===== config.mk =====
export PLATFORM = sky130hd
export DESIGN_NAME = cfg_frame_parser
export DESIGN_NICKNAME = d
export VERILOG_FILES = /design/src/rtl/cfgf_pkg.sv /design/src/rtl/cfgf_csum.sv /design/src/rtl/cfgf_pbuf.sv /design/src/rtl/cfg_frame_parser.sv
export SDC_FILE = /design/constraint.sdc
export NUM_CORES = 2
export LEC_CHECK = 0
export BUFFER_PORTS_ARGS = -buffer_cell sky130_fd_sc_hd__buf_2
export CAP_MARGIN = 10
export CORE_MARGIN = 5
export CORE_UTILIZATION = 50
export DETAILED_ROUTE_END_ITERATION = 10
export GPL_ROUTABILITY_DRIVEN = 0
export PLACE_DENSITY = 0.68
export SYNTH_ARGS = -nofsm -noshare
export SYNTH_HDL_FRONTEND = slang
export SYNTH_SLANG_ARGS = --single-unit

===== constraint.sdc =====
create_clock -name clk_i -period 13.6 [get_ports clk_i]
set_input_delay 2.04 -clock clk_i [delete_from_list [all_inputs] [get_ports clk_i]]
set_output_delay 2.04 -clock clk_i [all_outputs]
set_load 0.05 [all_outputs]

===== src/rtl/cfgf_pkg.sv =====
package cfgf_pkg;
  localparam int unsigned IDX_W   = 4;
  localparam int unsigned NUM_IDX = 1 << IDX_W;
  localparam int unsigned CSUM_W  = 8;
  localparam int unsigned CNT_W   = 11;

  function automatic int unsigned sub_len(input int unsigned i);
    case (i)
      0, 2, 4, 11: return 8;
      1:           return 24;
      3:           return 18;
      5, 6:        return 124;
      7:           return 42;
      8:           return 56;
      9:           return 160;
      10:          return 46;
      12:          return 1024;
      13:          return 352;
      15:          return 16;
      default:     return 0;
    endcase
  endfunction

  function automatic bit sub_wr(input int unsigned i);
    return (i < NUM_IDX) && !(i inside {0, 1, 12, 14, 15});
  endfunction

  function automatic int unsigned sub_off(input int unsigned i);
    int unsigned acc = 0;
    for (int unsigned j = 0; j < NUM_IDX; j++)
      if (j < i) acc += sub_len(j);
    return acc;
  endfunction

  function automatic int unsigned total_len();
    return sub_off(NUM_IDX);
  endfunction

  function automatic int unsigned stage_len();
    int unsigned m = 1;
    for (int unsigned j = 0; j < NUM_IDX; j++)
      if (sub_wr(j) && sub_len(j) > m) m = sub_len(j);
    return m;
  endfunction

  typedef enum logic [2:0] {
    ST_IDLE, ST_CMD, ST_DATA, ST_CSUM, ST_ACK, ST_READ
  } state_e;
endpackage


===== src/rtl/cfgf_csum.sv =====
module cfgf_csum #(
  parameter int unsigned W = 8
) (
  input  logic         clk_i,
  input  logic         rst_ni,
  input  logic         load_i,
  input  logic [W-1:0] load_val_i,
  input  logic         bit_en_i,
  input  logic         bit_i,
  output logic [W-1:0] csum_o
);
  localparam int unsigned CW = $clog2(W);

  logic [W-1:0]  sum_q, part_q, part_nxt;
  logic [CW-1:0] fill_q;
  logic [CW:0]   pad;

  function automatic logic [W-1:0] add_wrap(input logic [W-1:0] a, input logic [W-1:0] b);
    logic [W:0] s;
    s = {1'b0, a} + {1'b0, b};
    return s[W-1:0] + {{(W-1){1'b0}}, s[W]};
  endfunction

  assign part_nxt = {part_q[W-2:0], bit_i};
  assign pad      = (CW+1)'(W) - {1'b0, fill_q};

  always_ff @(posedge clk_i or negedge rst_ni) begin
    if (!rst_ni) begin
      sum_q  <= '0;
      part_q <= '0;
      fill_q <= '0;
    end else if (load_i) begin
      sum_q  <= load_val_i;
      part_q <= '0;
      fill_q <= '0;
    end else if (bit_en_i) begin
      if (fill_q == CW'(W-1)) begin
        sum_q  <= add_wrap(sum_q, part_nxt);
        part_q <= '0;
        fill_q <= '0;
      end else begin
        part_q <= part_nxt;
        fill_q <= fill_q + 1'b1;
      end
    end
  end

  // partial byte is zero padded on the right before the final add
  assign csum_o = ~((fill_q == '0) ? sum_q : add_wrap(sum_q, part_q << pad));
endmodule


===== src/rtl/cfgf_pbuf.sv =====
module cfgf_pbuf
  import cfgf_pkg::*;
(
  input  logic             clk_i,
  input  logic             rst_ni,
  input  logic             stg_we_i,
  input  logic [CNT_W-1:0] stg_pos_i,
  input  logic             stg_bit_i,
  input  logic             commit_i,
  input  logic [IDX_W-1:0] commit_idx_i,
  input  logic [IDX_W-1:0] rd_idx_i,
  input  logic [CNT_W-1:0] rd_pos_i,
  output logic             rd_bit_o
);
  localparam int unsigned TOT_W  = total_len();
  localparam int unsigned STG_W  = stage_len();
  localparam int unsigned STG_AW = $clog2(STG_W);
  localparam int unsigned TOT_AW = $clog2(TOT_W);

  logic [STG_W-1:0] stg_q;
  logic [TOT_W-1:0] flat;
  logic [31:0]      rd_abs;

  always_ff @(posedge clk_i or negedge rst_ni) begin
    if (!rst_ni) stg_q <= '0;
    else if (stg_we_i && (32'(stg_pos_i) < STG_W)) stg_q[stg_pos_i[STG_AW-1:0]] <= stg_bit_i;
  end

  for (genvar g = 0; g < NUM_IDX; g++) begin : g_fld
    localparam int unsigned OFF = sub_off(g);
    localparam int unsigned LEN = sub_len(g);
    if (LEN > 0 && sub_wr(g)) begin : g_rw
      logic [LEN-1:0] fld_q;
      always_ff @(posedge clk_i or negedge rst_ni) begin
        if (!rst_ni) fld_q <= '0;
        else if (commit_i && commit_idx_i == IDX_W'(g)) fld_q <= stg_q[LEN-1:0];
      end
      assign flat[OFF +: LEN] = fld_q;
    end else if (LEN > 0) begin : g_ro
      assign flat[OFF +: LEN] = '0;
    end
  end

  assign rd_abs   = sub_off(32'(rd_idx_i)) + 32'(rd_pos_i);
  assign rd_bit_o = (32'(rd_pos_i) < sub_len(32'(rd_idx_i))) ? flat[rd_abs[TOT_AW-1:0]] : 1'b0;

  assert_store_hold_R6: assert property (@(posedge clk_i) disable iff (!rst_ni)
    !commit_i |=> $stable(flat));
endmodule


===== src/rtl/cfg_frame_parser.sv =====
module cfg_frame_parser
  import cfgf_pkg::*;
(
  input  logic clk_i,
  input  logic rst_ni,
  input  logic frame_start_i,
  input  logic bit_valid_i,
  input  logic bit_i,
  input  logic timeout_i,
  output logic tx_valid_o,
  output logic tx_bit_o
);
  localparam int unsigned CMD_W  = IDX_W + 1;
  localparam int unsigned CSEL_W = $clog2(CSUM_W);

  state_e            st_q;
  logic [CNT_W-1:0]  cnt_q, len, nlen, csel;
  logic [CMD_W-1:0]  cmd_q, cmd_nxt;
  logic [CSUM_W-1:0] rxcs_q, rxcs_nxt, calc_cs, load_val;
  logic [IDX_W-1:0]  idx, nidx;
  logic ack_q, cs_ok, commit, acc_load, acc_en, acc_bit, rd_bit;
  logic cmd_done, data_done, cs_done, tx_done, stg_we;

  assign idx       = cmd_q[IDX_W-1:0];
  assign cmd_nxt   = {cmd_q[CMD_W-2:0], bit_i};
  assign nidx      = cmd_nxt[IDX_W-1:0];
  assign len       = CNT_W'(sub_len(32'(idx)));
  assign nlen      = CNT_W'(sub_len(32'(nidx)));
  assign rxcs_nxt  = {rxcs_q[CSUM_W-2:0], bit_i};

  assign cmd_done  = cnt_q == CNT_W'(IDX_W);
  assign data_done = cnt_q == len - 1'b1;
  assign cs_done   = cnt_q == CNT_W'(CSUM_W-1);
  assign tx_done   = cnt_q == len + CNT_W'(CSUM_W-1);

  // read-only and reserved indices fail like a bad checksum
  assign cs_ok  = (rxcs_nxt == calc_cs) && sub_wr(32'(idx));
  assign commit = (st_q == ST_CSUM) && bit_valid_i && cs_done && cs_ok && !timeout_i;

  // read checksum is seeded with the unsent {0000, index} byte
  assign acc_load = ((st_q == ST_IDLE) && frame_start_i) ||
                    ((st_q == ST_CMD) && bit_valid_i && cmd_done && !cmd_nxt[CMD_W-1]);
  assign load_val = (st_q == ST_CMD) ? CSUM_W'(nidx) : '0;
  assign acc_en   = (((st_q == ST_CMD) || (st_q == ST_DATA)) && bit_valid_i) ||
                    ((st_q == ST_READ) && (cnt_q < len));
  assign acc_bit  = (st_q == ST_READ) ? rd_bit : bit_i;
  assign stg_we   = (st_q == ST_DATA) && bit_valid_i;

  always_ff @(posedge clk_i or negedge rst_ni) begin
    if (!rst_ni) begin
      st_q   <= ST_IDLE;
      cnt_q  <= '0;
      cmd_q  <= '0;
      rxcs_q <= '0;
      ack_q  <= 1'b0;
    end else if (timeout_i) begin
      st_q  <= ST_IDLE;
      cnt_q <= '0;
    end else begin
      unique case (st_q)
        ST_IDLE: if (frame_start_i) begin
          st_q  <= ST_CMD;
          cnt_q <= '0;
        end
        ST_CMD: if (bit_valid_i) begin
          cmd_q <= cmd_nxt;
          if (cmd_done) begin
            cnt_q <= '0;
            if (cmd_nxt[CMD_W-1]) st_q <= (nlen == '0) ? ST_CSUM : ST_DATA;
            else                  st_q <= (nlen == '0) ? ST_IDLE : ST_READ;
          end else begin
            cnt_q <= cnt_q + 1'b1;
          end
        end
        ST_DATA: if (bit_valid_i) begin
          if (data_done) begin
            st_q  <= ST_CSUM;
            cnt_q <= '0;
          end else begin
            cnt_q <= cnt_q + 1'b1;
          end
        end
        ST_CSUM: if (bit_valid_i) begin
          rxcs_q <= rxcs_nxt;
          if (cs_done) begin
            st_q  <= ST_ACK;
            ack_q <= cs_ok;
            cnt_q <= '0;
          end else begin
            cnt_q <= cnt_q + 1'b1;
          end
        end
        ST_ACK: st_q <= ST_IDLE;
        ST_READ: begin
          if (tx_done) begin
            st_q  <= ST_IDLE;
            cnt_q <= '0;
          end else begin
            cnt_q <= cnt_q + 1'b1;
          end
        end
        default: st_q <= ST_IDLE;
      endcase
    end
  end

  cfgf_csum #(.W(CSUM_W)) u_csum (
    .clk_i      (clk_i),
    .rst_ni     (rst_ni),
    .load_i     (acc_load),
    .load_val_i (load_val),
    .bit_en_i   (acc_en),
    .bit_i      (acc_bit),
    .csum_o     (calc_cs)
  );

  cfgf_pbuf u_pbuf (
    .clk_i        (clk_i),
    .rst_ni       (rst_ni),
    .stg_we_i     (stg_we),
    .stg_pos_i    (cnt_q),
    .stg_bit_i    (bit_i),
    .commit_i     (commit),
    .commit_idx_i (idx),
    .rd_idx_i     (idx),
    .rd_pos_i     (cnt_q),
    .rd_bit_o     (rd_bit)
  );

  assign csel       = cnt_q - len;
  assign tx_valid_o = (st_q == ST_ACK) || (st_q == ST_READ);
  assign tx_bit_o   = (st_q == ST_ACK) ? ack_q :
                      (cnt_q < len)     ? rd_bit :
                      calc_cs[CSEL_W'(CSUM_W-1) - csel[CSEL_W-1:0]];

  assert_ack_single_R5: assert property (@(posedge clk_i) disable iff (!rst_ni)
    (st_q == ST_ACK) |=> (st_q == ST_IDLE));
  assert_ack_vs_commit_R6: assert property (@(posedge clk_i) disable iff (!rst_ni)
    (st_q == ST_ACK) |-> (tx_bit_o == $past(commit)));
  assert_data_in_range_R3: assert property (@(posedge clk_i) disable iff (!rst_ni)
    ((st_q == ST_DATA) && bit_valid_i) |-> (cnt_q < len));
  assert_start_ignored_R10: assert property (@(posedge clk_i) disable iff (!rst_ni)
    ((st_q == ST_DATA) && frame_start_i && !bit_valid_i && !timeout_i) |=>
    ((st_q == ST_DATA) && $stable(cnt_q)));
  assert_timeout_idle_R11: assert property (@(posedge clk_i) disable iff (!rst_ni)
    timeout_i |=> (st_q == ST_IDLE));
endmodule


# After elaboration in Yosys (flattened, before gate mapping)
# Memories as Yosys holds them, arrays and structs flattened.
# Cells that the tools add are included.
# Widths: inputs -> output; s select.
# classes
n_bitwise	2
n_mux	74
magnitude_cmp	22
add_sub_neg	26
reduce_logical	46
shifts	1
multipliers	0
n_eq_ne	34
n_div	0
# op_table
op	count
$mux 11	37
$bwmux 352	1
$add 11x11->11	14
$mux 8	7
$pmux 11 s5	1
$mux 3	14
$eq 4x4->1 const B	8
$lt 11x32->1	1
$lt 4x4->1 const A	7
$logic_and 1x1->1	25
$ne 3x3->1 const B	8
$eq 11x11->1	2
$eq 11x3->1 const B	2
$add 8x8->9	2
$add 8x1->8	2
$eq 4x3->1 const B	4
$lt 3x4->1 const A	4
$pmux 3 s5	1
$lt 11x12->1 const B	1
$add 11x1->11 const B	1
$add 11x3->11 const B	1
$add 4x11->11	1
$bmux 1 s11	1
$logic_not 11->1	1
other kinds (37)	59
# word_totals
elab_cells	228
n_memories	3
register_bits	1343
romBits	432
ram_bits	0
latchBits	0
# memory_table
memory	depth	word_bits	rd	rd_clocked_by_memory_dff	wr	line_no	source
(no name shown)	16	9	1	0	0	cfgf_pkg.sv:8	case (i)
(no name shown)	16	9	1	0	0	cfgf_pkg.sv:8	
(no name shown)	16	9	1	0	0	cfgf_pkg.sv:8	

# Logic depth before layout (Yosys ltp)
# depth
ltp_word	40
ltp_mapped	59
depth_no_buf	55

# Modules after synthesis
# A second synthesis with hierarchy kept.
# hier_totals
hier_cells	4836
hier_area_um2	64558.2
# by_module_without_submodules
mod	instances	cells_per_inst	seq_area_each_um2	area_per_inst_um2
cfgf_pbuf	1	4261	32481.2	59719.8
cfg_frame_parser	1	313	650.6	2650.0
cfgf_csum	1	262	475.5	2188.3

# Worst setup path before layout
# OpenSTA, ideal clock, no wires.
# synth_timing
path_type	register to register
startpoint	register cmd_q[1]
endpoint	register u_csum.sum_q[7]
setup_slack_ns	3.061
arrival_time_ns	10.429
setup_time_ns	0.110
path_stages_with_launch	53
synth_period_minus_slack_ns	10.539
t_required_ns	13.490
path_cell_list	dfrtp_1 -> clkbuf_1 -> clkbuf_1 -> inv_1 -> ha_1 -> clkbuf_1 -> nand2_1 -> ha_1 -> clkbuf_1 -> xnor2_1 -> ha_1 -> clkbuf_1 -> or2_2 -> a21oi_1 -> nor2_1 -> or3_1 -> nand2_1 -> ha_1 -> (+17 left out) -> a21oi_1 -> ha_1 -> fa_1 -> a21oi_1 -> nor2_1 -> nor2_1 -> o21bai_1 -> a21oi_1 -> nor2b_1 -> o21ai_0 -> nand2b_1 -> ha_1 -> and3_1 -> and3_1 -> nand3_1 -> xor2_1 -> xnor2_1 -> o41ai_1
# synth_between
elab_chain_len	40
# synth_lines
item	line_no	source
start, declared	cfg_frame_parser.sv:18	logic [CMD_W-1:0] cmd_q, cmd_nxt;
start signal, assigned	cfg_frame_parser.sv:66	cmd_q <= cmd_nxt;
$lt 1x4->1	cfgf_pkg.sv:31	if (j < i) acc += sub_len(j);
$mux 4	cfgf_pkg.sv:31	
$add 4x11->11	cfgf_pkg.sv:31	
$mux 11	cfgf_pkg.sv:31	
$add 11x11->11	cfgf_pkg.sv:31	
$mux 11	cfgf_pkg.sv:31	
$add 11x11->11	cfgf_pkg.sv:31	
$mux 11	cfgf_pkg.sv:31	
(+24 left out)	-	
$mux 1 (implied by the code)	cfgf_pbuf.sv:45	assign rd_bit_o = (32'(rd_pos_i) < sub_len(32'(rd_idx_i))) ? flat[rd_abs[TOT_AW-1:0]] : 1'b0;
$mux 1	cfgf_pbuf.sv:45	
$mux 1	cfg_frame_parser.sv:46	assign acc_bit = (st_q == ST_READ) ? rd_bit : bit_i;
$add 8x8->9	cfgf_csum.sv:20	s = {1'b0, a} + {1'b0, b};
$add 8x1->8	cfgf_csum.sv:21	return s[W-1:0] + {{(W-1){1'b0}}, s[W]};
$mux 8	cfgf_csum.sv:37	if (fill_q == CW'(W-1)) begin
$mux 8	cfgf_csum.sv:36	end else if (bit_en_i) begin
$mux 8	cfgf_csum.sv:32	end else if (load_i) begin
end signal, assigned	cfgf_csum.sv:33	sum_q <= load_val_i;
end signal, assigned	cfgf_csum.sv:38	sum_q <= add_wrap(sum_q, part_nxt);
end, declared	cfgf_csum.sv:14	logic [W-1:0] sum_q, part_q, part_nxt;
# Several ways; a longest one is shown, not always the timed one. The select of a mux whose other input is x is not followed.
# A chain may end at the register's enable or synchronous reset.

# Worst setup path in the final report
# layout_timing
startpoint	register cmd_q[1]
endpoint	output port tx_bit_o
# layout_between
elab_chain_len	36
# layout_lines
item	line_no	source
$lt 1x4->1	cfgf_pkg.sv:31	
$mux 4	cfgf_pkg.sv:31	
$add 4x11->11	cfgf_pkg.sv:31	
$mux 11	cfgf_pkg.sv:31	
$add 11x11->11	cfgf_pkg.sv:31	
$mux 11	cfgf_pkg.sv:31	
$add 11x11->11	cfgf_pkg.sv:31	
$mux 11	cfgf_pkg.sv:31	
(+20 left out)	-	
$add 11x11->11	cfgf_pkg.sv:31	
$mux 11	cfgf_pkg.sv:31	
$add 11x11->11	cfgf_pbuf.sv:44	assign rd_abs = sub_off(32'(rd_idx_i)) + 32'(rd_pos_i);
$bmux 1 s11	cfgf_pbuf.sv:45	
$mux 1 (implied by the code)	cfgf_pbuf.sv:45	
$mux 1	cfgf_pbuf.sv:45	
$mux 1 *	cfg_frame_parser.sv:133	(cnt_q < len) ? rd_bit :
$mux 1 *	cfg_frame_parser.sv:132	assign tx_bit_o = (st_q == ST_ACK) ? ack_q :
end, declared	cfg_frame_parser.sv:11	output logic tx_bit_o
# Every way passes the cells marked *; elsewhere a longest branch is shown, timed or not. The select of a mux whose other input is x is not followed.

==> metrics.txt <==
status complete, no violations; DIE HEIGHT 364.6 microns; total wire length 154.6 mm; Worst Tran Pin Value 1212 ps; core area 125200 sq um; Tot GR Track Use 0.2377; commonest cells in the netlist 1343 x dfrtp_1, 957 x mux2_2, 831 x nand2_1; fin. max-slew vios 0; Reg2Reg Depth 48; top-count cell post-synth dfrtp_1; # diodes 0; vias after detailed routing 38980; first drt pass iteration count 8; fmax 79.67 MHz; DP Cell Count 6300; HP Start u_pbuf.stg_q[279]$_DFFE_PN0P_; Post-DP Area 64520 sq um; total gr overflow 0; Seq cells post-synth 1343; Final period util 0.9229; initial cell density of the core 0.5020; fill cell count 10170; top cells by area, synth dfrtp_1 53%, mux2_2 17%, mux4_2 11%; Seq/Total Area, Yosys 0.5345; Sinks on Clock Net 1343; CTS clock-pin slew for the worst setup and hold paths 60 ps; clk buf depth 3; RSZ-0062 raised after global routing false; worst vdd ir 859.6 uV; Ys Warns 0; R2R setup slack 1280 ps; Crit. End Element output port; setup TNS 0 ps; MaxCap Viol Count 0; top_reg_cell synth dfrtp_1; leakage dissipation 0.03203 uW; CP peak stage delay 680 ps; share of layout cells above drive strength 1 0.3316; syn_area_per_cell 12.86 sq um; min-delay worst type reg -> reg; H-tree depth 4; Ports 8; worst-path maximum fanout 24; CTS tree done; Site Rows 130; Post-synth EDFFs 0; total power 12780 uW; Die Footprint 133000 sq um; hold_buf cts 0; final hold vios 0; DR WL/cell 23.60 microns; RR Startpoint cmd_q[1]$_DFFE_PN0P_; hold depth 2; Setup violations, final 0; FF+latch area 33610 sq um; fin cells 6551; CP required 11560 ps; Reg2Reg Capture Point u_csum.sum_q[7]$_DFFE_PN0P_; worst skew pair latency 780 ps; multi-input combinational cell area 27940 sq um; minimum clock period 12550 ps; largest net degree at the start of global routing 171; I/O Buffers 7; clk root buf clkbuf_16; P per Cell Area 184.4 nW/um^2; Synth area leader dfrtp_1; 1st-iter DRT viols 2857; initial antenna violation count 7; startpoint class of the critical path flop; Post-Syn Instances 4890; # DRC 0; Die X 364.6 microns; Crit path arrival time 10510 ps; Synth top area share 0.5345; hold endpoint u_pbuf.stg_q[279]$_DFFE_PN0P_; Post-synth ARST share 1.000; vias in the first global route 40090; critical path type reg -> out; crit-path most repeated cell ha_1; global-route wire length before repair 243.3 mm; Antenna Violating Nets Remaining 0; Worst Skew 29.23 ps; clock buffer count from CTS 140; fin nets 4874; Worst path slowest cell dfrtp_1; drt via density 5.950; synthesized area 62880 sq um; synth unique cells 80; Area growth syn-to-layout 10.20%; Slew Limit Headroom 0.1893; DPL Wire Length 92.88 mm; cell area after layout 69290 sq um; syn_nets 4971
## metrics by stage
step / setup slack [ps] / hold WS, ps / util
after floorplan: 3061 / 442.2 / -
final: 1048 / 470.2 / 0.5533
after detailed placement: 1250 / 463.1 / 0.5152
after global placement: 1528 / 454.3 / 0.5152
after CTS: 872.5 / 475.8 / 0.5531
after global routing: 144.1 / 493.9 / 0.5533
## sequential cells by signal, summed over array words and instances, names as in the netlist
signal / flops
u_csum.fill_q: 3
u_pbuf.stg_q: 352
cnt_q: 11
u_csum.sum_q: 8
st_q: 3
u_csum.part_q: 8
u_pbuf.g_fld.g_rw.fld_q: 946
rxcs_q: 7
ack_q: 1
cmd_q: 4
## worst max-delay path by stage
| stage | slack (ps) | endpoint | startpoint | cells past startpoint |
|---|---|---|---|---|
| finish | 1050 | tx_bit_o | cmd_q[1]$_DFFE_PN0P_ | 32 |
| global route | 140 | u_csum.sum_q[7]$_DFFE_PN0P_ | cmd_q[1]$_DFFE_PN0P_ | 47 |
| global placement | 1530 | u_csum.sum_q[7]$_DFFE_PN0P_ | cmd_q[1]$_DFFE_PN0P_ | 49 |
| floorplan | 3060 | u_csum.sum_q[7]$_DFFE_PN0P_ | cmd_q[1]$_DFFE_PN0P_ | 52 |
| detailed placement | 1250 | u_csum.sum_q[7]$_DFFE_PN0P_ | cmd_q[1]$_DFFE_PN0P_ | 48 |
| CTS | 870 | tx_bit_o | cmd_q[1]$_DFFE_PN0P_ | 31 |
## layout make-up
cell class | count | share of cell area
Tap cell | 1650 | 0.02979
Sequential cell | 1343 | 0.4851
Timing Repair Buffer | 83 | 0.01045
Multi-Input combinational cell | 3173 | 0.4032
Inverter | 52 | 0.002925
Clock inverter | 36 | 0.007421
Clock buffer | 214 | 0.06112
## worst max-delay path, delay by kind of cell, from the launching register on
kind                     cells  cell delay, ps
buffers and inverters        3             670
adder cells (fa/ha/maj)      7            2490
XOR/XNOR                     2             730
AND/OR/NAND/NOR              9            1400
AO/OA/AOI/OAI                7            2150
multiplexers                 4            1590
flip-flops                   1             680
## placed cells by master, fill, tap and decap left out, drive strengths merged, types with 14 or more instances in the layout
cell type,netlist,final
nand3,22,22
mux4,306,306
xnor2,62,62
mux2,957,957
nand2,831,831
a211oi,14,14
clkinv,1,22
nor2,98,98
mux2i,18,18
and2,31,31
a21oi,62,62
clkbuf,203,214
xor2,25,25
dfrtp,1343,1343
inv,51,56
nor3,26,26
buf,119,83
ha,71,71
nor2b,20,20
and3,14,14
o21ai,428,428
## layer usage
metal  track usage  routed length (microns)  share of wire  vias up
met2        0.3709                    71510           0.46      918
li1              -                        -              -    17320
met5             0                       12       0.000078        -
met1        0.3326                    67930           0.44    20480
met3       0.05020                     9395          0.061      253
met4       0.08688                     5724          0.037        2
## timing repair
item / in CTS / in global routing
buffers inserted: 0 / 0
gates resized for setup: 0 / 1
setup endpoints to repair: 0 / 2
## power by group
group	internal [uW]	total (uW)	leakage, uW	switching, uW
Sequential	4030	4140	0.0187	107
Combinational	1810	4720	0.0109	2910
Clock	2310	3920	0.00233	1610
## logic make-up (layout without fill, tap and decap cells)
logic type,after synthesis,in the layout,share of synthesized area
adder cells (fa/ha/maj),76,76,0.01556
buffers and inverters,374,385,0.02384
XOR/XNOR,89,89,0.01325
multiplexers,1281,1281,0.2839
AND/OR/NAND/NOR,1115,1115,0.07422
flip-flops,1343,1343,0.5345
AO/OA/AOI/OAI,612,612,0.05480
(Power assumes the default switching activity.)
